**src/rtl/lkt_pkg.sv**
```systemverilog
package lkt_pkg;
  localparam int NPORT   = 3;
  localparam int ENTRY_W = 69;
  localparam int MAC_W   = 48;

  localparam logic [7:0] A_CTRL   = 8'h08;
  localparam logic [7:0] A_TBLCTL = 8'h20;
  localparam logic [7:0] A_WORD0  = 8'h34;
  localparam logic [7:0] A_WORD1  = 8'h38;
  localparam logic [7:0] A_WORD2  = 8'h3C;
  localparam logic [7:0] A_PORT0  = 8'h40;

  typedef enum logic [1:0] {
    ET_FREE = 2'd0, ET_ADDR = 2'd1, ET_VLAN = 2'd2, ET_VLAN_ADDR = 2'd3
  } etype_e;

  typedef enum logic [1:0] {
    PS_OFF = 2'd0, PS_BLOCK = 2'd1, PS_LEARN = 2'd2, PS_FWD = 2'd3
  } pstate_e;

  typedef logic [ENTRY_W-1:0] entry_t;

  function automatic etype_e f_type(entry_t e);
    return etype_e'(e[61:60]);
  endfunction

  function automatic logic [MAC_W-1:0] f_mac(entry_t e);
    return e[47:0];
  endfunction

  function automatic logic f_is_mc(entry_t e);
    return e[40];
  endfunction

  function automatic logic f_uc_blocked(entry_t e);
    return e[65];
  endfunction

  function automatic logic [1:0] f_uc_port(entry_t e);
    return e[67:66];
  endfunction

  function automatic logic [NPORT-1:0] f_mc_mask(entry_t e);
    return e[68:66];
  endfunction

  function automatic logic [NPORT-1:0] port_onehot(logic [1:0] p);
    logic [NPORT-1:0] o;
    o = '0;
    for (int i = 0; i < NPORT; i++)
      if (p == 2'(i)) o[i] = 1'b1;
    return o;
  endfunction
endpackage

```
**src/rtl/lkt_table_ram.sv**
```systemverilog
module lkt_table_ram #(
  parameter int DEPTH = 16,
  parameter int WIDTH = 69,
  parameter int IW    = $clog2(DEPTH)
) (
  input  logic             clk,
  input  logic             we,
  input  logic [IW-1:0]    waddr,
  input  logic [WIDTH-1:0] wdata,
  input  logic [IW-1:0]    raddr,
  output logic [WIDTH-1:0] rdata
);
  logic [WIDTH-1:0] mem [DEPTH];

  always_ff @(posedge clk) begin
    if (we) mem[waddr] <= wdata;
    rdata <= mem[raddr];
  end
endmodule

```
**src/rtl/lkt_search.sv**
```systemverilog
module lkt_search
  import lkt_pkg::*;
#(
  parameter int DEPTH = 16,
  parameter int IW    = $clog2(DEPTH)
) (
  input  logic             clk,
  input  logic             rst,
  input  logic             req,
  input  logic [MAC_W-1:0] req_mac,
  input  logic [1:0]       req_src,
  input  logic             en,
  input  logic [NPORT-1:0] fwd,
  input  logic             clearing,
  input  logic             port_taken,
  output logic [IW-1:0]    rd_addr,
  input  entry_t           rd_data,
  output logic             ready,
  output logic             done,
  output logic [NPORT-1:0] mask
);
  typedef enum logic {S_IDLE, S_SCAN} st_e;
  localparam logic [IW-1:0] LAST = IW'(DEPTH - 1);

  st_e              st;
  logic [MAC_W-1:0] mac_q;
  logic [1:0]       src_q;
  logic [IW-1:0]    idx;
  logic             idx_end, cmp_v, cmp_last;
  logic             issue, hit, finish;
  etype_e           ty;
  logic [NPORT-1:0] base, src_bit, result;
  logic             unused_bits;

  assign unused_bits = ^{rd_data[59:48], rd_data[64:62]};
  assign rd_addr = idx;
  assign ready   = (st == S_IDLE) && !done && !clearing;
  assign issue   = (st == S_SCAN) && !idx_end && !clearing && !port_taken;

  always_comb begin
    ty  = f_type(rd_data);
    hit = cmp_v && (ty == ET_ADDR || ty == ET_VLAN_ADDR) && (f_mac(rd_data) == mac_q);
    if (!hit)                       base = '1;
    else if (f_is_mc(rd_data))      base = f_mc_mask(rd_data);
    else if (f_uc_blocked(rd_data)) base = '0;
    else                            base = port_onehot(f_uc_port(rd_data));
    src_bit = port_onehot(src_q);
    result  = base & fwd & ~src_bit;
    finish  = cmp_v && (hit || cmp_last);
  end

  always_ff @(posedge clk) begin
    if (rst) begin
      st       <= S_IDLE;
      mac_q    <= '0;
      src_q    <= '0;
      idx      <= '0;
      idx_end  <= 1'b0;
      cmp_v    <= 1'b0;
      cmp_last <= 1'b0;
      done     <= 1'b0;
      mask     <= '0;
    end else begin
      done <= 1'b0;
      case (st)
        S_IDLE: begin
          cmp_v <= 1'b0;
          if (req && ready) begin
            if (!en) begin
              done <= 1'b1;
              mask <= '0;
            end else begin
              st      <= S_SCAN;
              mac_q   <= req_mac;
              src_q   <= req_src;
              idx     <= '0;
              idx_end <= 1'b0;
            end
          end
        end
        default: begin
          cmp_v    <= issue;
          cmp_last <= (idx == LAST);
          if (issue) begin
            idx <= idx + 1'b1;
            if (idx == LAST) idx_end <= 1'b1;
          end
          if (finish) begin
            done  <= 1'b1;
            mask  <= result;
            st    <= S_IDLE;
            cmp_v <= 1'b0;
          end
        end
      endcase
    end
  end

  AST_DONE_PULSE: assert property (@(posedge clk) disable iff (rst) done |=> !done);
  AST_BUSY_AFTER_ACCEPT: assert property (@(posedge clk) disable iff (rst) (req && ready) |=> !ready);
  AST_SRC_EXCLUDED: assert property (@(posedge clk) disable iff (rst) done |-> ((mask & port_onehot(src_q)) == '0));
  AST_DISABLED_EMPTY: assert property (@(posedge clk) disable iff (rst) (req && ready && !en) |=> (done && mask == '0));
  AST_CLEAR_STALL: assert property (@(posedge clk) disable iff (rst) clearing |-> !ready);
endmodule

```
**src/rtl/lkt_engine.sv**
```systemverilog
module lkt_engine
  import lkt_pkg::*;
#(
  parameter int DEPTH = 16,
  parameter int AW    = 8
) (
  input  logic             clk,
  input  logic             rst,
  input  logic             reg_wr,
  input  logic             reg_rd,
  input  logic [AW-1:0]    reg_addr,
  input  logic [31:0]      reg_wdata,
  output logic [31:0]      reg_rdata,
  input  logic             lk_req,
  input  logic [MAC_W-1:0] lk_mac,
  input  logic [1:0]       lk_src,
  output logic             lk_ready,
  output logic             lk_done,
  output logic [NPORT-1:0] lk_mask
);
  localparam int IW = $clog2(DEPTH);
  localparam logic [IW-1:0] LAST = IW'(DEPTH - 1);

  logic             eng_en, vlan_aware, clr_busy, rd_pend, rd_fill;
  logic [IW-1:0]    clr_idx, tbl_idx, srch_addr;
  entry_t           stage, mem_wdata, mem_q;
  logic             mem_we;
  logic [IW-1:0]    mem_waddr, mem_raddr;
  pstate_e          pst [NPORT];
  logic [NPORT-1:0] fwd;
  logic [31:0]      rd_val;
  logic             wr_ctrl, wr_tbl, wr_w0, wr_w1, wr_w2;

  assign wr_ctrl = reg_wr && (reg_addr == AW'(A_CTRL));
  assign wr_tbl  = reg_wr && (reg_addr == AW'(A_TBLCTL));
  assign wr_w0   = reg_wr && (reg_addr == AW'(A_WORD0));
  assign wr_w1   = reg_wr && (reg_addr == AW'(A_WORD1));
  assign wr_w2   = reg_wr && (reg_addr == AW'(A_WORD2));

  always_comb begin
    mem_we    = clr_busy || (wr_tbl && reg_wdata[31]);
    mem_waddr = clr_busy ? clr_idx : reg_wdata[IW-1:0];
    mem_wdata = clr_busy ? '0 : stage;
    mem_raddr = rd_pend ? tbl_idx : srch_addr;
  end

  always_ff @(posedge clk) begin
    if (rst) begin
      eng_en     <= 1'b0;
      vlan_aware <= 1'b0;
      clr_busy   <= 1'b0;
      clr_idx    <= '0;
      tbl_idx    <= '0;
      rd_pend    <= 1'b0;
      rd_fill    <= 1'b0;
      stage      <= '0;
    end else begin
      rd_fill <= rd_pend;
      rd_pend <= 1'b0;
      if (rd_fill) stage <= mem_q;
      if (wr_ctrl) begin
        eng_en     <= reg_wdata[31];
        vlan_aware <= reg_wdata[2];
      end
      if (clr_busy) begin
        clr_idx <= clr_idx + 1'b1;
        if (clr_idx == LAST) clr_busy <= 1'b0;
      end else if (wr_ctrl && reg_wdata[30]) begin
        clr_busy <= 1'b1;
        clr_idx  <= '0;
      end
      if (wr_tbl && !reg_wdata[31]) begin
        rd_pend <= 1'b1;
        tbl_idx <= reg_wdata[IW-1:0];
      end
      if (wr_w0) stage[68:64] <= reg_wdata[4:0];
      if (wr_w1) stage[63:32] <= reg_wdata;
      if (wr_w2) stage[31:0]  <= reg_wdata;
    end
  end

  for (genvar p = 0; p < NPORT; p++) begin : g_port
    logic sel;
    assign sel = reg_wr && (reg_addr == AW'(int'(A_PORT0) + 4 * p));
    always_ff @(posedge clk) begin
      if (rst)      pst[p] <= PS_OFF;
      else if (sel) pst[p] <= pstate_e'(reg_wdata[1:0]);
    end
    assign fwd[p] = (pst[p] == PS_FWD);
  end

  always_comb begin
    rd_val = '0;
    if (reg_addr == AW'(A_CTRL))   rd_val = {eng_en, clr_busy, 27'b0, vlan_aware, 2'b0};
    if (reg_addr == AW'(A_TBLCTL)) rd_val = {{(32-IW){1'b0}}, tbl_idx};
    if (reg_addr == AW'(A_WORD0))  rd_val = {27'b0, stage[68:64]};
    if (reg_addr == AW'(A_WORD1))  rd_val = stage[63:32];
    if (reg_addr == AW'(A_WORD2))  rd_val = stage[31:0];
    for (int p = 0; p < NPORT; p++)
      if (reg_addr == AW'(int'(A_PORT0) + 4 * p)) rd_val = {30'b0, pst[p]};
  end

  always_ff @(posedge clk) begin
    if (rst)         reg_rdata <= '0;
    else if (reg_rd) reg_rdata <= rd_val;
  end

  lkt_table_ram #(.DEPTH(DEPTH), .WIDTH(ENTRY_W), .IW(IW)) u_ram (
    .clk(clk), .we(mem_we), .waddr(mem_waddr), .wdata(mem_wdata),
    .raddr(mem_raddr), .rdata(mem_q)
  );

  lkt_search #(.DEPTH(DEPTH), .IW(IW)) u_srch (
    .clk(clk), .rst(rst), .req(lk_req), .req_mac(lk_mac), .req_src(lk_src),
    .en(eng_en), .fwd(fwd), .clearing(clr_busy), .port_taken(rd_pend),
    .rd_addr(srch_addr), .rd_data(mem_q),
    .ready(lk_ready), .done(lk_done), .mask(lk_mask)
  );

  AST_FWD_ONLY: assert property (@(posedge clk) disable iff (rst) lk_done |-> ((lk_mask & ~fwd) == '0));
  AST_REQ_WHEN_READY: assert property (@(posedge clk) disable iff (rst) lk_req |-> lk_ready);
  AST_CLEAR_ENDS: assert property (@(posedge clk) disable iff (rst) (clr_busy && clr_idx == LAST) |=> !clr_busy);
endmodule

```
**config.mk**
```make
export PLATFORM = sky130hd
export DESIGN_NAME = lkt_engine
export DESIGN_NICKNAME = d
export VERILOG_FILES = /design/src/rtl/lkt_pkg.sv /design/src/rtl/lkt_table_ram.sv /design/src/rtl/lkt_search.sv /design/src/rtl/lkt_engine.sv
export SDC_FILE = /design/constraint.sdc
export NUM_CORES = 2
export LEC_CHECK = 0
export BUFFER_PORTS_ARGS = -buffer_cell sky130_fd_sc_hd__buf_2
export CAP_MARGIN = 10
export CELL_PAD_IN_SITES_DETAIL_PLACEMENT = 2
export CELL_PAD_IN_SITES_GLOBAL_PLACEMENT = 2
export CORE_MARGIN = 1
export CORE_UTILIZATION = 40
export DETAILED_ROUTE_END_ITERATION = 8
export PLACE_DENSITY = 0.67
export SETUP_SLACK_MARGIN = 0.2
export SLEW_MARGIN = 30
export SYNTH_ARGS = -nofsm -noshare
export SYNTH_HDL_FRONTEND = slang
export SYNTH_SLANG_ARGS = --single-unit
```
**constraint.sdc**
```tcl
create_clock -name clk -period 9.9 [get_ports clk]
set_clock_uncertainty 0.15 [all_clocks]
set_input_delay 1.485 -clock clk [delete_from_list [all_inputs] [get_ports clk]]
set_output_delay 1.485 -clock clk [all_outputs]
set_load 0.01 [all_outputs]
```
# Word level (Yosys, flattened, before mapping)

Memories as Yosys holds them, arrays and structs flattened. A register that Yosys moved wholly into a read port is not among the register bits.
Index checks and enable logic that the tools add are counted.

Input bits: 95
Logic and storage cells: 163
Flip-flop bits (word level): 176
Bits in latches: 0
Memories: 2
Output and inout port bits: 37
Memory bits (writable): 1,110
Bits in read-only memories: 0

Reduce and logical (&&, ||, !) cells: 41
Bitwise operators: 7
$mul: 0
Magnitude comparators: 0
$add $sub $neg: 2
Div/mod/pow operators: 0
Shift operators: 0
Equality and inequality tests: 24
Muxes and demuxes: 67

Memory list:

| memory    | depth | bits a word | read ports | clocked after memory_dff | write ports | line                | RTL |
|---|---|---|---|---|---|---|---|
| u_ram.mem | 16    | 69          | 1          | 1                        | 1           | lkt_table_ram.sv:13 | `logic [WIDTH-1:0] mem [DEPTH];` |
| pst       | 3     | 2           | 3          | 0                        | 3           | lkt_engine.sv:29    | `pstate_e pst [NPORT];` |

Operators by type and width:

| operator                                            | count |
|---|---|
| two-way mux 32 bit                                  | 10 |
| two-way mux 69 bit                                  | 2 |
| equality test 48 bit                                | 1 |
| two-way mux 1 bit                                   | 36 |
| equality test 8 x 6 -> 1 bit, second input constant | 4 |
| two-way mux 4 bit                                   | 8 |
| equality test 8 x 7 -> 1 bit, second input constant | 3 |
| two-way mux 3 bit                                   | 7 |
| logical AND 1 bit                                   | 20 |
| equality test 2 bit, second input constant          | 6 |
| nonzero test 2 bit                                  | 6 |
| AND reduction 3 bit                                 | 3 |
| adder 4 x 1 -> 4 bit, second input constant         | 2 |
| equality test 4 bit, second input constant          | 2 |
| equality test 8 x 4 -> 1 bit, second input constant | 1 |
| bitwise AND 3 bit                                   | 2 |
| equality test 2 x 1 -> 1 bit, second input constant | 3 |
| two-way mux 2 bit                                   | 3 |
| inequality test 2 bit, second input constant        | 3 |
| zero test 1 bit                                     | 5 |
| two-way mux 5 bit                                   | 1 |
| zero test 2 bit                                     | 2 |
| AND reduction 4 bit                                 | 1 |
| logical OR 1 bit                                    | 3 |
| 5 further kinds                                     | 7 |

# Longest topological paths before layout

Depth in word-level cells: 9
Depth in mapped cells: 8
Gate-level depth less buffers: 6

# Hierarchy

Synthesis repeated with hierarchy kept, for this count alone.

Cells, all modules: 2,850
Area, all modules: 51,928.6 µm²

By module, submodules not included:

| module        | area each (µm²) | cells an instance | seq. area each (µm²) | times used |
|---|---|---|---|---|
| lkt_table_ram | 42,709.7        | 1,776             | 34,533.1             | 1 |
| lkt_engine    | 6,326.1         | 708               | 2,462.4              | 1 |
| lkt_search    | 2,892.8         | 366               | 1,241.2              | 1 |

# Worst setup path before layout

OpenSTA, ideal clock, no wires.

Path kind: input to register
Start point: in reg_addr[2]
End point: mem u_ram.mem[13][0], enable pin
Buffers on the path: 2
Cell stages on the path: 7
Required time: 9,253 ps
Setup time: 497 ps
Arrival: 5,565 ps
Path slack: 3,689 ps
Path through: clkbuf_1 > nor2_1 > and4_1 > clkbuf_1 > nand4_1 > o32a_1 > nor2_1

Longest elaborated chain between the ends: 6

Ends and longest elaborated chain:

| item                                    | line                | RTL |
|---|---|---|
| start: declaration                      | lkt_engine.sv:11    | `input logic [AW-1:0] reg_addr,` |
| equality test 8 x 6 -> 1 bit            | lkt_engine.sv:35    | `assign wr_tbl = reg_wr && (reg_addr == AW'(A_TBLCTL));` |
| logical AND 1 bit                       | lkt_engine.sv:35    |  |
| logical AND 1 bit                       | lkt_engine.sv:41    | `mem_we = clr_busy \|\| (wr_tbl && reg_wdata[31]);` |
| logical OR 1 bit                        | lkt_engine.sv:41    |  |
| two-way mux 1 bit                       | lkt_table_ram.sv:16 | `if (we) mem[waddr] <= wdata;` |
| two-way mux 1 bit (implied by the code) | lkt_table_ram.sv:16 |  |
| end: declaration                        | lkt_table_ram.sv:13 |  |

No other way between the ends.

# Final worst setup path

Start point: in reg_addr[4]
End point: mem u_ram.mem[8][45], enable pin

Same word-level chain as after synthesis.

==> metrics list <==
- Primary FF master, synth: edfxtp_1
- Once placement finished, the instance area stood at 55210 sq um.
- Register-to-register setup slack: approximately 5400 ps
* Count of yosys warnings during synthesis: 0
* Slew margin rel.: 0.2901
- Die height: between 300 and 400 microns
- Top cells by count, synth: edfxtp_1 (1110), mux4_2 (276), nand2_1 (262), dfxtp_1 (245), nor2_1 (177)
- Dividing the detail-routed wire length by the instance count gives ~34 microns.
- Summed over all layers, the global routing overflow is 0.
* Final instance area: 60270 sq um
- Starting density of the core: 0.4029
* Worst-Skew Late Latency: slightly below 800 ps
- Setup repair after global routing left no endpoint under its margin.
- The number of setup buffers added after CTS is 0.
- Endpoints failing setup: 0
- The run finished with clean final reports.
- The worst path needs between 4000 and 5000 ps of the cycle, external delays included.
- H-tree Lvls: 4
- Nets in the synthesized netlist: roughly 3100
- In this run, synthesis produced a sequential element count of between 1000 and 1500.
- Crit path DAT: 4960 ps
- Of the cells placed in the final design, the portion with a size suffix greater than 1 is 0.2404.
- Initial antenna violation count: 8
* Maximum number of pins on one net before global-route repair: approximately 130
- DRC violations left: 0
- In this run the critical register-to-register path is captured at u_ram.rdata[34]$_DFF_P_.
- Number of clock sinks: roughly 1400
- Gate count of the mapped netlist: about 3000
- Final Max Tran Viols: 0
- The number of gates resized after CTS was 0.
- Total Die Area: between 100000 and 150000 sq um
- Max IR drop VDD: approximately 160 uV
* Area growth syn-to-layout: 15.54%
- Actual slew at the worst max-slew pin: about 1100 ps
- Nature of the critical path startpoint: input port
- Count of different cell masters after synthesis: 57
* Post-route clock period utilization: 0.4771
- In the post-synthesis netlist, the biggest area contributors are edfxtp_1 (64%), mux4_2 (12%), dfxtp_1 (9.4%).
* Slowest stage delay, CP: between 800 and 900 ps
- Number of buffers created by CTS: roughly 150
* Worst hold endpoint: u_srch.mac_q[10]$_SDFFE_PP0P_
* Post-synth EDFFs: 1110
- Once detail routing completed, the nets flagged for antenna violations numbered 0.
- Clock-pin slew was measured on the worst setup and hold paths at ~60 ps.
- Summed over all failing endpoints, the final setup total negative slack is 0 ps.
- CTS max path bufs: 3
- In this run the core area contains around 130 standard-cell rows.
- Timing would allow up to about 210 MHz.
- Area leader, netlist: edfxtp_1
* Static power due to leakage: between 20 and 25 nW
- Number of buffers added on ports: 131
- Overall die width: between 300 and 400 microns
* Cell chain of the critical path: buf_2, nor3_1, and4_1, nand4_1, nor2_1, a22oi_1, nor2_4, buf_4
- Average vias per placed instance: between 5 and 6
* Power density relative to cell area: between 150 and 200 nW/um^2
- Slowest cell on crit path: buf_4
- Across every metal layer, demand over resource in global routing totals 0.2602.
* Via count: slightly below 30000
* Type of the worst setup path: in -> reg
* Vias in the first global route: roughly 32000
- Critical Path Sink Type: flip-flop
* Netlist Area Pre-Place: approximately 52000 sq um
- The worst register-to-register path begins at rd_pend$_SDFF_PP0_.
- The startpoint identified for the worst hold timing path is u_srch.mac_q[10]$_SDFFE_PP0P_.
- Clock tree from TritonCTS: done
* Max-cap violations: 0
* Final hold vios: 0
- Final layout net count: approximately 3300
- At the worst endpoint, the required time is around 10000 ps.
* Count of boundary I/O pins: approximately 130
- Area fraction of the dominant cell type after synthesis: 0.6390
- Global placer's final weighted congestion: around 0.79
- Top-count cell post-synth: edfxtp_1
- For this block, the routed nets add up to between 150000 and 200000 microns of wire.
- Synth async-reset ratio: 0
- CTS Root Cell: clkbuf_16
* Filler cell count: approximately 12000
- Maximum fanout count along the critical path: between 40 and 50
- For this design, the CTS-stage hold fixing added 0 buffers.
- Seq/Total Area, Yosys: 0.7330
- Global-route wire length before repair: approximately 240000 microns
* Hold WC Path Type: reg -> reg
* Synthesized area divided by synthesized cell count: between 15 and 20 sq um
- Detail Placement HPWL: just over 100000 microns
* Worst reg2reg path depth: 7
- The first detailed-routing pass took 5 iterations.
- The core region is 129500 sq um.
- Worst hold stages: 2
* Count of routing violations after the opening detailed-route iteration: 2679
## cells by family after synthesis
family / Yosys count / share of synthesized area
buf+inv: 201 / 0.01832
mux: 358 / 0.1352
fa+ha+maj: 2 / 0.0004796
compound gates: 384 / 0.04848
flops: 1355 / 0.7330
simple gates: 636 / 0.05608
xor+xnor: 50 / 0.008395
## through the flow
step	worst slack, ps	utilization	hold WS (ps)	power [mW]	cells
global route	5049	0.4654	357.0	12.03	5033
finish	5177	0.4655	327.8	11.74	5034
detailed placement	4266	0.4264	320.2	6.299	4752
global placement	4387	0.4238	308.6	6.294	4741
CTS	5049	0.4637	328.2	11.83	5027
floorplan	3689	-	289.7	6.237	2986
## metal layers
metal,vias to the layer above,GRT usage,part of all wire
met3,256,0.03377,0.052
met1,16340,0.3556,0.43
met5,-,0,0.000059
li1,12130,-,-
met2,1063,0.4337,0.49
met4,2,0.08091,0.030
## how the worst max path moves through the flow
stage                start                          to  slack [ps]
2_1_floorplan  reg_addr[2]  u_ram.mem[13][0]$_DFFE_PP_        3690
3_3_place_gp   reg_addr[4]  u_ram.mem[6][14]$_DFFE_PP_        4390
3_5_place_dp   reg_addr[4]  u_ram.mem[6][16]$_DFFE_PP_        4270
4_1_cts        reg_addr[4]  u_ram.mem[6][17]$_DFFE_PP_        5050
5_1_grt        reg_addr[4]  u_ram.mem[8][45]$_DFFE_PP_        5050
6_report       reg_addr[4]  u_ram.mem[8][45]$_DFFE_PP_        5180
## cells in the final DEF, fill, tap and decap left out, types with 3 or more instances in the layout
cell type	count
o21ai_0	15
buf_6	11
clkbuf_16	154
mux2i_4	4
a31oi_1	73
edfxtp_1	1110
buf_4	58
mux4_2	276
nor4_1	12
nand3_1	3
nor2b_1	23
clkbuf_8	12
a222oi_1	3
clkinv_8	3
nor3_1	12
buf_16	9
nand4_1	5
nor4b_1	5
and2_1	71
buf_12	7
a31oi_2	3
bufinv_16	11
buf_2	130
clkinv_2	25
mux2i_1	77
clkbuf_1	45
xor2_1	49
inv_6	6
a211oi_1	140
inv_1	15
a21oi_1	98
dfxtp_1	243
nor2_4	17
nand2_1	259
nor2_1	160
a22oi_1	35
clkinv_1	17
nor2b_2	47
## critical path, delay by kind of cell
family	cells	cell delay [ps]
buf+inv	2	1000
compound gates	1	310
simple gates	5	2060
## layout make-up
| cell class | count | area [sq um] | area share |
|---|---|---|---|
| clock inverter | 64 | 648.1 | 0.01075 |
| sequential | 1355 | 38240 | 0.6346 |
| multi-input combinational | 1430 | 13350 | 0.2215 |
| timing repair buffer | 215 | 1598 | 0.02651 |
| antenna | 2 | 5.005 | 0.00008304 |
| tap | 1742 | 2180 | 0.03616 |
| clock buffer | 211 | 4188 | 0.06948 |
| inverter | 15 | 56.30 | 0.0009342 |
## sequential cells by signal (all words and copies together) (netlist names), 2 cells and up
| signal | count |
|---|---|
| clr_idx | 4 |
| u_ram.mem | 1104 |
| u_srch.mac_q | 48 |
| pst | 6 |
| u_srch.rd_addr | 4 |
| u_srch.src_q | 2 |
| reg_rdata | 32 |
| stage | 69 |
| u_srch.mask | 3 |
| tbl_idx | 4 |
| u_ram.rdata | 69 |
## power by group
| group | switching (mW) | internal [mW] | leakage (nW) | total [mW] |
|---|---|---|---|---|
| clock network | 2.31 | 3.24 | 2.37 | 5.56 |
| logic | 0.0696 | 0.0251 | 5.53 | 0.0947 |
| registers | 0.00341 | 6.08 | 12.3 | 6.09 |
Power figures use the tool's default switching activity.
